--- config.mk ---
export PLATFORM = sky130hd
export DESIGN_NAME = eoc_err_responder
export DESIGN_NICKNAME = d
export VERILOG_FILES = /design/src/rtl/eoc_pkg.sv /design/src/rtl/eoc_req_classify.sv /design/src/rtl/eoc_hdr_fmt.sv /design/src/rtl/eoc_beat_ctr.sv /design/src/rtl/eoc_err_responder.sv
export SDC_FILE = /design/constraint.sdc
export NUM_CORES = 1
export LEC_CHECK = 0
export BUFFER_PORTS_ARGS = -buffer_cell sky130_fd_sc_hd__clkbuf_2
export CORE_MARGIN = 1.5
export CORE_UTILIZATION = 45
export CTS_BUF_LIST = sky130_fd_sc_hd__clkbuf_2
export CTS_CLUSTER_SIZE = 16
export DETAILED_ROUTE_END_ITERATION = 12
export PLACE_DENSITY_LB_ADDON = 0.05
export SLEW_MARGIN = 15
export SYNTH_ARGS = -nofsm -noshare
export SYNTH_HDL_FRONTEND = slang
export SYNTH_SLANG_ARGS = --single-unit
--- constraint.sdc ---
create_clock -name clk -period 2.5 [get_ports clk]
set_clock_uncertainty 0.2 [all_clocks]
set_input_delay 0.5 -clock clk [delete_from_list [all_inputs] [get_ports clk]]
set_output_delay 0.5 -clock clk [all_outputs]
set_load 0.1 [all_outputs]
--- src/rtl/eoc_pkg.sv ---
package eoc_pkg;
  typedef enum logic [2:0] {
    CMD_RD_SIZED  = 3'd0,
    CMD_ATOMIC    = 3'd1,
    CMD_WR_NP     = 3'd2,
    CMD_FLUSH     = 3'd3,
    CMD_WR_POSTED = 3'd4
  } cmd_e;

  typedef enum logic [1:0] {
    ST_IDLE = 2'd0,
    ST_HDR  = 2'd1,
    ST_DATA = 2'd2
  } rsp_state_e;

  localparam int HDR_ERR_BIT  = 0;
  localparam int HDR_NXA_BIT  = 1;
  localparam int HDR_KIND_BIT = 2;
  localparam int HDR_TAG_LSB  = 3;
endpackage

--- src/rtl/eoc_req_classify.sv ---
module eoc_req_classify
  import eoc_pkg::*;
(
  input  logic [2:0] cmd,
  output logic       needs_rsp,
  output logic       has_data
);
  always_comb begin
    needs_rsp = 1'b0;
    has_data  = 1'b0;
    case (cmd_e'(cmd))
      CMD_RD_SIZED, CMD_ATOMIC: begin
        needs_rsp = 1'b1;
        has_data  = 1'b1;
      end
      CMD_WR_NP, CMD_FLUSH: begin
        needs_rsp = 1'b1;
      end
      default: begin
        needs_rsp = 1'b0;
      end
    endcase
  end
endmodule

--- src/rtl/eoc_hdr_fmt.sv ---
module eoc_hdr_fmt
  import eoc_pkg::*;
#(
  parameter int TAG_W  = 5,
  parameter int DATA_W = 32
) (
  input  logic [TAG_W-1:0]  tag,
  input  logic              nxa,
  input  logic              is_read,
  output logic [DATA_W-1:0] word
);
  always_comb begin
    word                         = '0;
    word[HDR_ERR_BIT]            = 1'b1;
    word[HDR_NXA_BIT]            = nxa;
    word[HDR_KIND_BIT]           = is_read;
    word[HDR_TAG_LSB +: TAG_W]   = tag;
  end
endmodule

--- src/rtl/eoc_beat_ctr.sv ---
module eoc_beat_ctr #(
  parameter int CNT_W = 4
) (
  input  logic             clk,
  input  logic             rst_n,
  input  logic             load,
  input  logic [CNT_W-1:0] load_val,
  input  logic             dec,
  output logic             is_zero
);
  logic [CNT_W-1:0] cnt_q, cnt_d;
  logic             cnt_en;

  always_comb begin
    cnt_en = load | dec;
    cnt_d  = cnt_q;
    if (load)     cnt_d = load_val;
    else if (dec) cnt_d = cnt_q - 1'b1;
  end

  always_ff @(posedge clk or negedge rst_n) begin
    if (!rst_n)      cnt_q <= '0;
    else if (cnt_en) cnt_q <= cnt_d;
  end

  assign is_zero = (cnt_q == '0);
endmodule

--- src/rtl/eoc_err_responder.sv ---
module eoc_err_responder
  import eoc_pkg::*;
#(
  parameter int TAG_W  = 5,
  parameter int CNT_W  = 4,
  parameter int DATA_W = 32
) (
  input  logic              clk,
  input  logic              rst_n,
  input  logic              req_valid,
  output logic              req_ready,
  input  logic [2:0]        req_cmd,
  input  logic [TAG_W-1:0]  req_tag,
  input  logic [CNT_W-1:0]  req_count,
  input  logic              req_nxa,
  output logic              rsp_valid,
  input  logic              rsp_ready,
  output logic              rsp_hdr,
  output logic              rsp_last,
  output logic [DATA_W-1:0] rsp_data
);
  localparam int SYNC_STAGES = 2;

  // reset: asserts at once, releases through a short synchroniser
  logic [SYNC_STAGES-1:0] rst_pipe_q;
  logic                   rst_sync_n;

  always_ff @(posedge clk or negedge rst_n) begin
    if (!rst_n) rst_pipe_q <= '0;
    else        rst_pipe_q <= {rst_pipe_q[SYNC_STAGES-2:0], 1'b1};
  end
  assign rst_sync_n = rst_pipe_q[SYNC_STAGES-1];

  rsp_state_e       state_q, state_d;
  logic [TAG_W-1:0] tag_q;
  logic             nxa_q, rd_q;
  logic             cap_en;
  logic             need_rsp, need_data;
  logic             accept, beat_done;
  logic             cnt_zero;
  logic [DATA_W-1:0] hdr_word;

  eoc_req_classify u_classify (
    .cmd       (req_cmd),
    .needs_rsp (need_rsp),
    .has_data  (need_data)
  );

  eoc_hdr_fmt #(.TAG_W(TAG_W), .DATA_W(DATA_W)) u_hdr (
    .tag     (tag_q),
    .nxa     (nxa_q),
    .is_read (rd_q),
    .word    (hdr_word)
  );

  assign req_ready = (state_q == ST_IDLE) && rst_sync_n;
  assign accept    = req_valid && req_ready;
  assign beat_done = rsp_valid && rsp_ready;
  assign cap_en    = accept && need_rsp;

  eoc_beat_ctr #(.CNT_W(CNT_W)) u_ctr (
    .clk      (clk),
    .rst_n    (rst_sync_n),
    .load     (cap_en),
    .load_val (req_count),
    .dec      (beat_done && (state_q == ST_DATA)),
    .is_zero  (cnt_zero)
  );

  always_comb begin
    state_d = state_q;
    case (state_q)
      ST_IDLE: if (cap_en) state_d = ST_HDR;
      ST_HDR:  if (beat_done) state_d = rd_q ? ST_DATA : ST_IDLE;
      ST_DATA: if (beat_done && cnt_zero) state_d = ST_IDLE;
      default: state_d = ST_IDLE;
    endcase
  end

  always_ff @(posedge clk or negedge rst_sync_n) begin
    if (!rst_sync_n) state_q <= ST_IDLE;
    else             state_q <= state_d;
  end

  always_ff @(posedge clk or negedge rst_sync_n) begin
    if (!rst_sync_n) begin
      tag_q <= '0;
      nxa_q <= 1'b0;
      rd_q  <= 1'b0;
    end else if (cap_en) begin
      tag_q <= req_tag;
      nxa_q <= req_nxa;
      rd_q  <= need_data;
    end
  end

  always_comb begin
    rsp_valid = (state_q != ST_IDLE);
    rsp_hdr   = (state_q == ST_HDR);
    rsp_data  = rsp_hdr ? hdr_word : '1;
    rsp_last  = rsp_hdr ? !rd_q : ((state_q == ST_DATA) && cnt_zero);
  end
endmodule

[Yosys cells after proc, flatten, opt, wreduce, memory -nomap -nowiden]
Index checks and enable logic that the tools add are counted.
Operators by class
  mux-type cells: 11
  reductions and logical operators: 17
  add/sub/neg operators: 1
  equality and inequality tests: 8
  bitwise logic cells: 1
Operators with widths (count)
  32-bit two-way mux: 1
  2-bit two-way mux: 4
  4-bit two-way mux: 2
  1-bit logical AND: 7
  3-bit by 2-bit == test with 1-bit output, second input constant: 2
  2-bit case mux with 3 select lines: 1
  4-bit logical NOT: 1
  2-bit by 1-bit != test with 1-bit output, second input constant: 2
  2-bit nonzero test: 2
  4-bit OR reduction: 1
  4-bit by 1-bit subtractor with 4-bit output, second input constant: 1
  3-bit by 1-bit == test with 1-bit output, second input constant: 1
  3-bit logical NOT: 1
  1-bit two-way mux: 3
  3-bit AND reduction: 1
  2-bit by 1-bit == test with 1-bit output, second input constant: 1
  2-bit == test, second input constant: 1
  2-bit logical NOT: 1
  2-bit != test, second input constant: 1
  2-bit AND reduction: 1
  2-bit OR reduction: 1
  1-bit logical NOT: 1
  1-bit OR: 1
Word-level totals
  input port bits: 17
  register bits: 15
  word-level logic and storage cells: 44
  output and inout port bits: 36

[Longest topological paths before layout]
  depth in word-level cells: 6
  mapped depth: 5
  mapped depth without buffers: 5

[Modules after synthesis]
A second synthesis with hierarchy kept.
Unflattened totals
  cells, all modules: 124
  area, all modules: 1141.1 µm²
Modules (own cells, without submodules)
  eoc_err_responder: sequential area each 275.3 µm², area each 655.6 µm², cells each 67, times used 1
  eoc_hdr_fmt: sequential area each 0.0 µm², area each 247.7 µm², cells each 34, times used 1
  eoc_beat_ctr: sequential area each 100.1 µm², area each 230.2 µm², cells each 21, times used 1
  eoc_req_classify: sequential area each 0.0 µm², area each 7.5 µm², cells each 2, times used 1

[Worst setup path before layout]
OpenSTA, ideal clock, no wires.
  path kind: register to output
  start: register state_q[1]
  end: output rsp_last
  path buffers: 0
  required time: 1.800 ns
  slack: -2.431 ns
  arrival: 4.231 ns
  cell stages (with the launch flop): 5
  cells stage by stage: dfrtp_1 nand2b_1 inv_2 nand2_1 o21ai_1
RTL lines
  from (decl): line eoc_err_responder.sv:34  | rsp_state_e state_q, state_d;
  from (signal assigned): line eoc_err_responder.sv:82  | else state_q <= state_d;
  2-bit by 1-bit == test with 1-bit output: line eoc_err_responder.sv:99  | rsp_hdr = (state_q == ST_HDR);
  net rsp_hdr: line eoc_err_responder.sv:18  | output logic rsp_hdr,
  1-bit two-way mux: line eoc_err_responder.sv:101  | rsp_last = rsp_hdr ? !rd_q : ((state_q == ST_DATA) && cnt_zero);
  to (decl): line eoc_err_responder.sv:19  | output logic rsp_last,
The timed path passes the listed nets, and every way through them passes these cells.

[Final worst setup path]
  start: register state_q[1]
  end: output rsp_hdr
Between the ends
  longest elaborated chain between the ends: 1
RTL lines (line)
  2-bit by 1-bit == test with 1-bit output: eoc_err_responder.sv:99
  to (decl): eoc_err_responder.sv:18
Every way passes these cells.

==> results by group <==
Worst setup path
  • Worst R2R Path Depth: 3
  • Crit. End Element: output pin
  • CP arrival: 1.66 ns
  • Worst Setup Start Kind: flop
  • WP data required: 1.80 ns
  • Crit path max fanout: 25
  • Critical path class: reg -> out

STA
  • RSZ-0062 raised after global routing: no
  • Relative slew slack: 0.640
  • Final setup vio count: 0
  • Final hold vios: 0
  • Tmin final: about 2.4 ns
  • Post-route setup TNS: 0 ns
  • Tightest Pin Transition: 0.542 ns
  • Min Hold Slack: between 0.007 and 0.008 ns
  • Peak Freq: between 400 and 500 MHz
  • Period utilization: 0.946
  • Max-slew violation count: 0

Synthesis
  • Syn_area_per_cell: 11.2 um2
  • Count leader, synth: buf_4
  • Count of flip-flops with a built-in enable after synthesis: 0
  • Syn Inst Count: 84
  • Post-synth ARST share: 1.00
  • Dominant cells by area after synthesis: dfrtp_1, buf_4, mux2_4, nand2b_1, mux2_1
  • Warnings from Yosys: 0
  • Synth cell count leaders: buf_4, dfrtp_1, nand2b_1
  • Distinct cells, synth: 25
  • Area share of the largest cell type after synthesis: 0.398
  • Synth Flop Type: dfrtp_1
  • Area leader, netlist: dfrtp_1
  • Register area share after synthesis: 0.398
  • Seq cells post-synth: 15
  • Mapped cell area: ~940 um2

Cells and area
  • Post-route insts no fill: 143
  • Share of layout cells above drive strength 1: 0.595
  • Area grow syn2layout: 19.5%
  • Nets: 135
  • N_diodes: 0

Detailed routing
  • Routed vias: 627
  • Total Routed Length: 1.47 mm
  • Vias per cell: 4.38
  • Post-route DRC: 0
  • DRT iter0 DRCs: 2
  • ANT nets after route: 0
  • Wire per inst: 10.3 um
  • DRT Pass-1 Iters: 2

Clocking
  • Clock tree root driver cell: clkbuf_2
  • Clk slew on worst S/H paths: 0.13 ns
  • Total CTS buffers: 3
  • Number of clock sinks: 15
  • Setup bufs post-CTS: 0
  • H-Tree Depth: 1
  • Clk_lat worst skew: approximately 0.26 ns
  • Clock tree buffer depth: 2
  • CTS tree: yes

GRT
  • Largest net degree at the start of global routing: 26
  • Total GRT Usage: 0.136
  • Antenna violations before repair: 0
  • Global route overflow: 0
  • Via count of the first global-routing pass: 571
  • First-pass GRT wire length: between 2 and 3 mm

Place
  • Final HPWL DP: 1.18 mm
  • Placer Congestion: 0.713
  • PortBufs: 50
  • Dpl cells: 138

Floorplanning
  • Initial Utilization: 0.480
  • Ports: 53
  • Cell row count: 16
  • Core area: 1960 um2
  • Die area: 2380 um2
  • Die Wd: 48.8 um
  • Die Y: 48.8 um

Run
  • Max Cap Violations: 0

Hold path
  • Hold Crit Class: reg -> async

Outcome
  • Status: complete, no violations
## per-layer routing
| metal | global-route usage | vias up | wire length, um |
|---|---|---|---|
| met1 | 0.199 | 283 | 666 |
| met4 | 0.0429 | 0 | 5 |
| met3 | 0.0185 | 2 | 87 |
| li1 | - | 318 | - |
| met5 | 0 | - | 0 |
| met2 | 0.208 | 24 | 707 |
## state kept, by name (all words and copies together), names as in the netlist
signal / count
rd_q: 1
nxa_q: 1
u_ctr.cnt_q: 4
tag_q: 5
rst_pipe_q: 2
state_q: 2
## area by class of cell
cell class,instances,area [um2]
Fill cell,203,836
Multi-Input combinational cell,41,390
Sequential cell,15,377
Timing Repair Buffer,52,288
Tap cell,27,33.8
Clock buffer,4,20.0
Inverter,4,17.5
## cells in the final DEF (no fill, tap or decap)
master         Yosys  final
dfrtp_2            0      1
nand2_4            0      1
a31o_1             1      1
or2_1              1      1
nand3b_2           1      1
buf_4             24      9
dlygate4sd3_1      0      1
nand4b_1           2      2
ha_1               1      1
a31oi_1            2      2
nor2_1             1      1
inv_1              3      3
nand2_1            2      1
clkbuf_2           0     46
nand2b_4           0      1
xnor2_1            2      2
o41ai_1            1      1
a21oi_1            1      1
o21ai_4            0      1
mux2_4             7      7
conb_1             1      2
nand2b_1           9      8
dfrtp_1           15     14
inv_4              0      1
nor3b_4            1      1
nor4bb_1           1      1
mux2_1             2      2
mux2i_1            2      2
nand3b_1           1      1
## repair_timing
item,CTS,global route
endpoints found under the setup margin,0,0
hold endpoints to repair,2,0
hold buffers,1,0
gates resized for setup,0,0
## cells by family (layout without fill, tap and decap cells)
kind of cell,after synthesis,after routing,synth area share
compound gates,6,6,0.0425
xor+xnor,2,2,0.0186
simple gates,19,19,0.147
other cells,1,2,0.00398
buf+inv,29,60,0.219
mux,11,11,0.157
fa+ha+maj,1,1,0.0133
flops,15,15,0.398
## stage by stage
step / setup slack [ns] / cell area (um2) / utilization
3_3_place_gp: 0.447 / 1100 / 0.559
2_1_floorplan: -0.167 / 976 / -
5_1_grt: 0.0390 / 1130 / 0.574
4_1_cts: 0.102 / 1130 / 0.574
6_report: 0.135 / 1130 / 0.574
3_5_place_dp: 0.417 / 1100 / 0.559
## path summary, 6_finish.rpt
check | startpoint | to | slack (ns)
setup reg to reg | state_q[1] | u_ctr.cnt_q[0] | 0.64
setup / recovery | state_q[1] | rsp_hdr | 0.14
max in group asynchronous | rst_n | rst_pipe_q[1] | 1.66
hold reg to reg | rst_pipe_q[1] | state_q[1] | 0.008
min in group clk | rst_pipe_q[0] | rst_pipe_q[1] | 0.16
hold / removal | rst_pipe_q[1] | state_q[1] | 0.008
## worst max-delay path, stage by stage, from the launching register on
cell	delay, ns
dfrtp_1	0.49
nand2b_4	0.28
inv_4	0.16
clkbuf_2	0.47
Power is not shown: default switching activity piles up to over one toggle a cycle in this logic, so the estimate is an artifact.
